`src/rtl/exc_pkg.sv`:
```
package exc_pkg;
  localparam int MODE_W = 5;
  localparam int NBANK  = 5;
  localparam int BIDX_W = $clog2(NBANK);
  localparam int IBIT   = 7;
  localparam int FBIT   = 6;

  localparam logic [MODE_W-1:0] M_USR = 5'b10000;
  localparam logic [MODE_W-1:0] M_FIQ = 5'b10001;
  localparam logic [MODE_W-1:0] M_IRQ = 5'b10010;
  localparam logic [MODE_W-1:0] M_SVC = 5'b10011;
  localparam logic [MODE_W-1:0] M_ABT = 5'b10111;
  localparam logic [MODE_W-1:0] M_UND = 5'b11011;

  typedef enum logic [2:0] {
    EK_NONE, EK_RESET, EK_UNDEF, EK_SWI, EK_PABT, EK_DABT, EK_IRQ, EK_FIQ
  } exc_kind_e;

  function automatic logic [7:0] vec_off(exc_kind_e k);
    case (k)
      EK_UNDEF: return 8'h04;
      EK_SWI:   return 8'h08;
      EK_PABT:  return 8'h0C;
      EK_DABT:  return 8'h10;
      EK_IRQ:   return 8'h18;
      EK_FIQ:   return 8'h1C;
      default:  return 8'h00;
    endcase
  endfunction

  function automatic logic [MODE_W-1:0] mode_of(exc_kind_e k);
    case (k)
      EK_FIQ:          return M_FIQ;
      EK_IRQ:          return M_IRQ;
      EK_PABT, EK_DABT: return M_ABT;
      EK_UNDEF:        return M_UND;
      default:         return M_SVC;
    endcase
  endfunction

  function automatic logic bank_ok(logic [MODE_W-1:0] m);
    return (m == M_FIQ) || (m == M_IRQ) || (m == M_SVC) ||
           (m == M_ABT) || (m == M_UND);
  endfunction

  function automatic logic [BIDX_W-1:0] bank_sel(logic [MODE_W-1:0] m);
    case (m)
      M_FIQ:   return BIDX_W'(0);
      M_IRQ:   return BIDX_W'(1);
      M_SVC:   return BIDX_W'(2);
      M_ABT:   return BIDX_W'(3);
      default: return BIDX_W'(4);
    endcase
  endfunction
endpackage

```
`src/rtl/exc_swi_decode.sv`:
```
module exc_swi_decode #(
  parameter int XLEN  = 32,
  parameter int IMM_W = 24
) (
  input  logic             exec_valid,
  input  logic [XLEN-1:0]  instr_word,
  output logic             swi_hit,
  output logic [IMM_W-1:0] swi_imm
);
  localparam int OP_LO = IMM_W;
  localparam int OP_HI = IMM_W + 3;

  always_comb begin
    swi_hit = exec_valid && (instr_word[OP_HI:OP_LO] == 4'b1111);
    swi_imm = instr_word[IMM_W-1:0];
  end
endmodule

```
`src/rtl/exc_arbiter.sv`:
```
module exc_arbiter
  import exc_pkg::*;
(
  input  logic      rst_req,
  input  logic      undef_f,
  input  logic      swi_f,
  input  logic      pabt_f,
  input  logic      dabt_f,
  input  logic      irq_f,
  input  logic      fiq_f,
  input  logic      i_mask,
  input  logic      f_mask,
  output exc_kind_e kind
);
  always_comb begin
    if (rst_req)                 kind = EK_RESET;
    else if (dabt_f)             kind = EK_DABT;
    else if (fiq_f && !f_mask)   kind = EK_FIQ;
    else if (irq_f && !i_mask)   kind = EK_IRQ;
    else if (pabt_f)             kind = EK_PABT;
    else if (undef_f)            kind = EK_UNDEF;
    else if (swi_f)              kind = EK_SWI;
    else                         kind = EK_NONE;
  end
endmodule

```
`src/rtl/exc_bank.sv`:
```
module exc_bank #(
  parameter int XLEN   = 32,
  parameter int NBANK  = 5,
  parameter int BIDX_W = 3
) (
  input  logic              clk,
  input  logic              rst_n,
  input  logic              wr_en,
  input  logic [BIDX_W-1:0] wr_idx,
  input  logic [XLEN-1:0]   wr_spsr,
  input  logic [XLEN-1:0]   wr_lr,
  input  logic              rd_ok,
  input  logic [BIDX_W-1:0] rd_idx,
  output logic [XLEN-1:0]   rd_spsr,
  output logic [XLEN-1:0]   rd_lr
);
  logic [XLEN-1:0] spsr_q [NBANK];
  logic [XLEN-1:0] lr_q   [NBANK];

  for (genvar b = 0; b < NBANK; b++) begin : g_bank
    logic            en;
    logic [XLEN-1:0] spsr_d;
    logic [XLEN-1:0] lr_d;

    always_comb begin
      en     = wr_en && (wr_idx == BIDX_W'(b));
      spsr_d = wr_spsr;
      lr_d   = wr_lr;
    end

    always_ff @(posedge clk or negedge rst_n) begin
      if (!rst_n) begin
        spsr_q[b] <= '0;
        lr_q[b]   <= '0;
      end else if (en) begin
        spsr_q[b] <= spsr_d;
        lr_q[b]   <= lr_d;
      end
    end
  end

  always_comb begin
    rd_spsr = '0;
    rd_lr   = '0;
    if (rd_ok && (int'(rd_idx) < NBANK)) begin
      rd_spsr = spsr_q[rd_idx];
      rd_lr   = lr_q[rd_idx];
    end
  end
endmodule

```
`src/rtl/exc_entry_ctrl.sv`:
```
module exc_entry_ctrl
  import exc_pkg::*;
#(
  parameter int XLEN  = 32,
  parameter int IMM_W = 24
) (
  input  logic             clk,
  input  logic             rst_n,
  input  logic             reset_req,
  input  logic             exec_valid,
  input  logic [XLEN-1:0]  instr_word,
  input  logic             undef_flag,
  input  logic             pabort_flag,
  input  logic             dabort_flag,
  input  logic             irq_req,
  input  logic             fiq_req,
  input  logic             ret_req,
  input  logic [XLEN-1:0]  cur_pc,
  input  logic [XLEN-1:0]  cur_psr,
  output logic             pc_load,
  output logic [XLEN-1:0]  next_pc,
  output logic             psr_we,
  output logic [XLEN-1:0]  psr_next,
  output logic             swi_hit,
  output logic [IMM_W-1:0] swi_imm,
  output logic [XLEN-1:0]  spsr_view,
  output logic [XLEN-1:0]  lr_view
);
  localparam logic [XLEN-1:0] RESET_PSR = XLEN'({1'b1, 1'b1, 1'b0, M_SVC});

  exc_kind_e         kind;
  logic              take_exc;
  logic              take_ret;
  logic [MODE_W-1:0] cur_mode;
  logic [MODE_W-1:0] tgt_mode;
  logic              rd_ok;
  logic [BIDX_W-1:0] rd_idx;
  logic              bank_we;
  logic [BIDX_W-1:0] bank_widx;
  logic [XLEN-1:0]   pc_word;
  logic [XLEN-1:0]   link_val;
  logic [XLEN-1:0]   entry_psr;

  exc_swi_decode #(.XLEN(XLEN), .IMM_W(IMM_W)) u_swi (
    .exec_valid (exec_valid),
    .instr_word (instr_word),
    .swi_hit    (swi_hit),
    .swi_imm    (swi_imm)
  );

  exc_arbiter u_arb (
    .rst_req (reset_req),
    .undef_f (undef_flag),
    .swi_f   (swi_hit),
    .pabt_f  (pabort_flag),
    .dabt_f  (dabort_flag),
    .irq_f   (irq_req),
    .fiq_f   (fiq_req),
    .i_mask  (cur_psr[IBIT]),
    .f_mask  (cur_psr[FBIT]),
    .kind    (kind)
  );

  always_comb begin
    cur_mode  = cur_psr[MODE_W-1:0];
    rd_ok     = bank_ok(cur_mode);
    rd_idx    = bank_sel(cur_mode);
    tgt_mode  = mode_of(kind);
    take_exc  = (kind != EK_NONE);
    take_ret  = ret_req && !take_exc && rd_ok;
    bank_we   = take_exc && (kind != EK_RESET);
    bank_widx = bank_sel(tgt_mode);
    pc_word   = {cur_pc[XLEN-1:2], 2'b00};
    link_val  = pc_word + XLEN'(4);
  end

  exc_bank #(.XLEN(XLEN), .NBANK(NBANK), .BIDX_W(BIDX_W)) u_bank (
    .clk     (clk),
    .rst_n   (rst_n),
    .wr_en   (bank_we),
    .wr_idx  (bank_widx),
    .wr_spsr (cur_psr),
    .wr_lr   (link_val),
    .rd_ok   (rd_ok),
    .rd_idx  (rd_idx),
    .rd_spsr (spsr_view),
    .rd_lr   (lr_view)
  );

  always_comb begin
    entry_psr                 = cur_psr;
    entry_psr[MODE_W-1:0]     = tgt_mode;
    entry_psr[IBIT]           = 1'b1;
    if (kind == EK_FIQ) entry_psr[FBIT] = 1'b1;
  end

  always_comb begin
    pc_load  = take_exc || take_ret;
    psr_we   = pc_load;
    next_pc  = '0;
    psr_next = cur_psr;
    if (kind == EK_RESET) begin
      next_pc  = '0;
      psr_next = RESET_PSR;
    end else if (take_exc) begin
      next_pc  = XLEN'(vec_off(kind));
      psr_next = entry_psr;
    end else if (take_ret) begin
      next_pc  = {lr_view[XLEN-1:2], 2'b00};
      psr_next = spsr_view;
    end
  end
endmodule

```
`config.mk`:
```
export PLATFORM = sky130hd
export DESIGN_NAME = exc_entry_ctrl
export DESIGN_NICKNAME = d
export VERILOG_FILES = /design/src/rtl/exc_pkg.sv /design/src/rtl/exc_swi_decode.sv /design/src/rtl/exc_arbiter.sv /design/src/rtl/exc_bank.sv /design/src/rtl/exc_entry_ctrl.sv
export SDC_FILE = /design/constraint.sdc
export NUM_CORES = 1
export LEC_CHECK = 0
export CORE_ASPECT_RATIO = 0.8
export CORE_MARGIN = 5
export CORE_UTILIZATION = 50
export DETAILED_ROUTE_END_ITERATION = 7
export DONT_BUFFER_PORTS = 1
export PLACE_DENSITY = 0.74
export REMOVE_ABC_BUFFERS = 1
export SETUP_SLACK_MARGIN = 0.4
export SYNTH_ARGS = -nofsm -noshare
export SYNTH_HDL_FRONTEND = slang
export SYNTH_SLANG_ARGS = --single-unit
```
`constraint.sdc`:
```
create_clock -name clk -period 1.9 [get_ports clk]
set_input_delay 0.19 -clock clk [delete_from_list [all_inputs] [get_ports clk]]
set_output_delay 0.19 -clock clk [all_outputs]
set_load 0.01 [all_outputs]
```
==> results of run 1 <==
## stage by stage
stage / power, W / hold WS, ns / std cells / instance area (um^2)
6_report: 0.0187 / -0.638 / 2029 / 22000
4_1_cts: 0.0180 / -0.647 / 1980 / 20300
3_5_place_dp: 0.0108 / -0.0921 / 1829 / 17200
5_1_grt: 0.0194 / -0.656 / 2029 / 22000
3_3_place_gp: 0.0106 / -0.0930 / 1829 / 17200
2_1_floorplan: 0.0100 / -0.106 / 1247 / 14900
## registers in the layout (all words and copies together), names as in the netlist
register	flops
u_bank.lr_q	150
u_bank.spsr_q	160
## cells in the mapped netlist, drive strengths merged, types with 2 or more instances
cell       n
dfrtp    310
mux2     225
nand2    221
a221oi   118
buf       76
mux2i     64
clkbuf    61
o21ai     54
and2      34
xnor2     29
a22o      24
xor2      24
nor2      21
nand4     16
nand3     12
inv        9
and3       8
nor3       7
nand2b     6
nor2b      6
and4       5
a21oi      4
a221o      4
a31oi      4
o211ai     4
or2        4
or3        4
a32o       3
nor4       3
o2bb2ai    3
o22a       2
o31ai      2
## metal layers
metal | share of wire (%) | vias up | track usage (%)
met1 | 41 | 6712 | 37.7
met4 | 2.5 | 0 | 7.82
met2 | 47 | 759 | 43.5
met3 | 8.9 | 129 | 6.14
met5 | 0 | - | 0
li1 | - | 5430 | -
## power by group
group / switching (W) / leakage, nW / total, W / internal [W]
combinational: 0.00147 / 4.97 / 0.00332 / 0.00185
sequential: 0.000936 / 3.90 / 0.00873 / 0.00780
clock: 0.00269 / 0.558 / 0.00659 / 0.00390
total: 0.00510 / 9.44 / 0.0187 / 0.0136
## critical path: stages
cell      delay [ns]
nand2b_4        0.13
or3_4           0.48
buf_12          0.20
a221oi_4        0.30
a221oi_2        0.07
buf_4           0.18
a32o_2          0.27
## cells by family after synthesis
logic type | after synthesis | share of synthesized area (%)
flops | 310 | 49.7
other cells | 1 | 0.0240
xor+xnor | 53 | 2.98
simple gates | 352 | 10.6
compound gates | 229 | 11.4
mux | 289 | 20.4
fa+ha+maj | 1 | 0.0802
buf+inv | 146 | 4.79
## path summary, 6_finish.rpt
| check | cells after the start | endpoint | slack, ns | from |
|---|---|---|---|---|
| max | 7 | next_pc[4] | -0.12 | cur_psr[3] |
| max in group asynchronous | 0 | u_bank.spsr_q[71] | 1.83 | rst_n |
| max reg2reg | 3 | u_bank.lr_q[132] | 1.05 | u_bank.lr_q[132] |
| min in group clk | 2 | u_bank.lr_q[15] | 0.02 | cur_pc[15] |
| min | 0 | u_bank.spsr_q[102] | -0.64 | rst_n |
| min reg2reg | 2 | u_bank.spsr_q[155] | 0.49 | u_bank.spsr_q[155] |
## timing repair
action,CTS,global route
pin swaps,44,60
endpoints found under the setup margin,126,244
resized for setup,191,200
cloned,6,18
buffers inserted,28,31
endpoints found under the hold margin,548,310
## area by class of cell
cell class / count / area, um^2
Inverter: 9 / 38.8
Multi-Input combinational cell: 928 / 8920
Clock buffer: 53 / 1080
Sequential cell: 310 / 7760
Fill cell: 1880 / 8570
Timing Repair Buffer: 309 / 3670
Tap cell: 413 / 517
Clock inverter: 7 / 41.3
==> flow_summary_export.csv, run 1 <==
group,metric,value,unit
die,die_w,207,um
sta,slew_violations,0,
logic_synthesis,post_synth_num_cell_types,59,
logic_synthesis,synthTopCellsByArea,"dfrtp_1 (50%), mux2_2 (15%), a221oi_1 (6.6%)",
run_status,violations,"hold timing, setup timing",
sta,rsz0062_at_grt,"true",
clocking,cts_buffer_depth,3,
die,initial_core_util,51.0,%
sta,fin_ws,-0.116,ns
die,fp.dieArea,34800,um^2
power_and_ir_drop,p_leak,9.44,nW
layout,drive_gt1_share,45.5,%
drt,totalWireLength,55800,um
die,die_h,168,um
sta,finalSetupTns,-2.10,ns
clocking,cts_hold_buffers,57,
logic_synthesis,synth_edf_count,0,
logic_synthesis,yosys_warnings,0,
die,core.rowCount,57,
logic_synthesis,ys_ff_latch,310,
layout,area_growth,41.2,%
clocking,cts_root_buffer,"clkbuf_16",
grt,grt_pass1_vias,13101,
run,max_cap_violations,0,
grt,grt_usage,27.2,%
clocking,clk_latency,0.52,ns
worst_setup_path,worstSetupPathType,"input port to output port",
drt,ant_nets,0,
sta,period_minus_slack,2.02,ns
worst_setup_path,startpoint_type,"input port",
clocking,path_clk_slew,0.06,ns
grt,grt_pass1_wl,76000,um
grt,overflow,0,
layout,final_util,72.0,%
place,globalplace.congestion,0.843,
logic_synthesis,yosys.area.top_type_share,49.7,%
power_and_ir_drop,peakVddDrop,968,uV
logic_synthesis,synthArstFlopShare,100,%
power_and_ir_drop,p_per_area,847,nW/um^2
sta,hold_viol_final,310,
clocking,cts_tree,"yes",
grt,antenna_found_initial,0,
sta,fin_hold_ws,-0.638,ns
sta,fin_skew,0,ns
clocking,cts_made_buffers,34,
drt,vias_per_cell,6.42,
layout,final_cell_mix,"dfrtp_1 (310), nand2_1 (217), mux2_2 (165)",
place,dp_hpwl,29100,um
clocking,htreeDepth,2,
logic_synthesis,syn_inst,1381,
place,io_buffers,0,
sta,slew_headroom,43.5,%
worst_setup_path,crit_arrival,1.83,ns
layout,diodes,0,
die,coreArea,30600,um^2
logic_synthesis,synth_area_leader_cell,"dfrtp_1",
sta,post-route-period-util,106,%
worst_setup_path,crit_required,1.71,ns
worst_setup_path,cp-end-kind,"output port",
place,place_ws,-0.200,ns
drt,vias,13030,
die,pin_count,261,
logic_synthesis,syn_avg_cell_area,11.3,um^2
layout,nets,1699,
logic_synthesis,synth_top_flop_cell,"dfrtp_1",
worst_hold_path,hold_path_class,"input port to asynchronous set/reset pin",
layout,final_common_cell,"dfrtp_1",
sta,finalSetupViolCount,46,
clocking,clock-sinks,310,
grt,grt_max_degree,311,
drt,route.detailed.drc,0,
drt,first_pass_iters,5,
sta,fmax,496,MHz
drt,drt_iter0_drc,1191,
drt,routedWlPerCell,27.5,um
worst_setup_path,crit_path_max_fanout,9,
logic_synthesis,synth-seq-area-share,49.7,%
logic_synthesis,netlist_area,15600,um^2
run_status,status,"complete, but fails checks",
sta,worstMarginPinSlew,0.848,ns
No activity file was read; power rests on OpenSTA's default activity.
==> run 2: changes to the inputs <==
--- a/config.mk
+++ b/config.mk
@@ -7,10 +7,10 @@
 export LEC_CHECK = 0
 export CORE_ASPECT_RATIO = 0.8
 export CORE_MARGIN = 5
-export CORE_UTILIZATION = 50
+export CORE_UTILIZATION = 35
 export DETAILED_ROUTE_END_ITERATION = 7
 export DONT_BUFFER_PORTS = 1
-export PLACE_DENSITY = 0.74
+export PLACE_DENSITY = 0.57
 export REMOVE_ABC_BUFFERS = 1
 export SETUP_SLACK_MARGIN = 0.4
 export SYNTH_ARGS = -nofsm -noshare
==> flow_summary_export.csv, run 2 (synthesis gave the netlist of run 1 again) <==
group,metric,value,unit
grt,grt_pass1_vias,12903,
die,core.rowCount,69,
worst_hold_path,hold_path_class,"input port to asynchronous set/reset pin",
grt,grt_pass1_wl,79600,um
sta,fin_ws,-0.124,ns
worst_setup_path,cp-end-kind,"output port",
place,io_buffers,0,
layout,largest_register_ffs,160,
clocking,cts_tree,"yes",
power_and_ir_drop,p_leak,9.69,nW
grt,overflow,0,
layout,final_cell_mix,"dfrtp_1 (310), nand2_1 (216), buf_4 (132)",
power_and_ir_drop,power.internal,0.0141,W
sta,period_minus_slack,2.02,ns
layout,final_common_cell,"dfrtp_1",
place,place_ws,-0.236,ns
sta,finalSetupTns,-1.61,ns
die,coreArea,44200,um^2
run_status,status,"complete, but fails checks",
sta,slew_headroom,-31.6,%
power_and_ir_drop,peakVddDrop,642,uV
die,pin_count,261,
place,placed_cells_incl_taps,2031,
clocking,clock-sinks,310,
power_and_ir_drop,power_frac_seq,45.2,%
drt,vias_per_cell,5.47,
die,initial_core_util,35.3,%
run,max_cap_violations,0,
sta,finalSetupViolCount,52,
grt,grt_max_degree,311,
worst_setup_path,reg2reg_to,"u_bank.spsr_q[86]",
place,globalplace.congestion,0.874,
drt,drt_iter0_drc,703,
die,die_h,199,um
run_status,violations,"hold timing, slew limit, setup timing",
worst_setup_path,reg2regPathDepth,2,
die,fp.dieArea,48900,um^2
clocking,clk_latency,0.52,ns
layout,nets,1720,
worst_setup_path,crit_required,1.71,ns
grt,antenna_found_initial,1,
clocking,htreeDepth,2,
drt,routedWlPerCell,24.9,um
die,die_w,246,um
layout,area_growth,47.2,%
place,dp_hpwl,31500,um
layout,reg_top3,"u_bank.spsr_q x160, u_bank.lr_q x150",
layout,final_cells,2241,
sta,post-route-period-util,107,%
worst_setup_path,crit_arrival,1.83,ns
clocking,path_clk_slew,0.07,ns
grt,grt_usage,21.0,%
layout,post-route-cell-area,23000,um^2
worst_setup_path,crit_path_max_fanout,9,
sta,fin_skew,0,ns
sta,worstMarginPinSlew,1.97,ns
power_and_ir_drop,p_sw_share,27.0,%
worst_setup_path,crit_path_start,"cur_psr[3]",
power_and_ir_drop,p_comb_share,17.4,%
place,postPlaceCellArea,17500,um^2
sta,fin_hold_ws,-0.637,ns
worst_setup_path,endpoint,"next_pc[4]",
worst_setup_path,worstSetupPathType,"input port to output port",
clocking,cts_made_buffers,35,
worst_setup_path,rrSetupSlack,1.03,ns
clocking,cts_buffer_depth,3,
sta,hold_viol_final,310,
sta,fmax,494,MHz
sta,slew_violations,167,
power_and_ir_drop,p_clk_share,37.4,%
power_and_ir_drop,switchingPower,0.00523,W
drt,vias,12254,
sta,rsz0062_at_grt,"true",
drt,route.detailed.drc,0,
worst_setup_path,r2r_start,"u_bank.spsr_q[86]",
clocking,cts_root_buffer,"clkbuf_16",
worst_setup_path,startpoint_type,"input port",
drt,first_pass_iters,6,
layout,diodes,0,
drt,totalWireLength,55700,um
layout,drive_gt1_share,46.7,%
power_and_ir_drop,p_per_area,842,nW/um^2
layout,largest-register,"u_bank.spsr_q",
drt,ant_nets,0,
-- run 2: changes by cell type in the layout (fill, tap and decap cells not counted), sizes merged --
| cell | before | now |
|---|---|---|
| clkbuf | 66 | 59 |
| bufbuf | 2 | 0 |
| bufinv | 0 | 4 |
| dlygate4sd3 | 57 | 58 |
| clkinvlp | 0 | 1 |
| clkinv | 6 | 5 |
| buf | 237 | 262 |
| inv | 10 | 11 |
-- run 2: layout make-up --
cell class / count / area [um^2]
Clock buffer: 50 / 1030
Clock inverter: 12 / 188
Fill cell: 3708 / 21200
Inverter: 9 / 36.3
Multi-Input combinational cell: 928 / 9250
Sequential cell: 310 / 7760
Tap cell: 603 / 754
Timing Repair Buffer: 329 / 3950
-- run 2: metrics by stage --
stage / power (W) / utilization (%)
2_1_floorplan: 0.0100 / -
3_3_place_gp: 0.0107 / 39.7
3_5_place_dp: 0.0109 / 39.7
4_1_cts: 0.0188 / 48.4
5_1_grt: 0.0201 / 51.9
6_report: 0.0193 / 51.9
-- run 2: worst max-delay path, stage by stage --
cell and delay, ns:
nand2b_4 0.12, or3_4 0.39, buf_12 0.17, buf_16 0.16, a221oi_4 0.28, a221oi_2 0.06
buf_4 0.17, a32o_2 0.27
-- run 2: worst min-delay path by stage --
stage | slack (ns) | endpoint | depth (start not counted) | from
6_report | -0.64 | u_bank.spsr_q[6] | 0 | rst_n
5_1_grt | -0.66 | u_bank.spsr_q[36] | 0 | rst_n
4_1_cts | -0.66 | u_bank.spsr_q[3] | 0 | rst_n
3_5_place_dp | -0.1 | u_bank.spsr_q[68] | 0 | rst_n
3_3_place_gp | -0.09 | u_bank.spsr_q[68] | 0 | rst_n
2_1_floorplan | -0.11 | u_bank.lr_q[100] | 0 | rst_n
-- run 2: routing by layer --
layer / track usage (%) / part of all wire [%] / vias to the layer above
li1: - / - / 5491
met1: 29.4 / 45 / 6310
met2: 32.9 / 46 / 366
met3: 5.41 / 6.6 / 85
met4: 5.10 / 2.2 / 2
met5: 0 / 0.023 / -
-- run 2: repair_timing --
item	4_1_cts	5_1_grt
hold endpoints to repair	564	315
gates cloned	11	10
buffers inserted	44	25
pin swaps	49	89
hold buffers	57	1
endpoints found under the setup margin	126	231
gates resized for setup	246	221
-- run 2: power by group through the flow --
stage | combinational, W | clock (W) | sequential, W
floorplan | 0.00170 | 0 | 0.00832
CTS | 0.00287 | 0.00738 | 0.00856
finish | 0.00336 | 0.00723 | 0.00875
global placement | 0.00228 | 0 | 0.00843
detailed placement | 0.00237 | 0 | 0.00850
global route | 0.00363 | 0.00766 | 0.00886
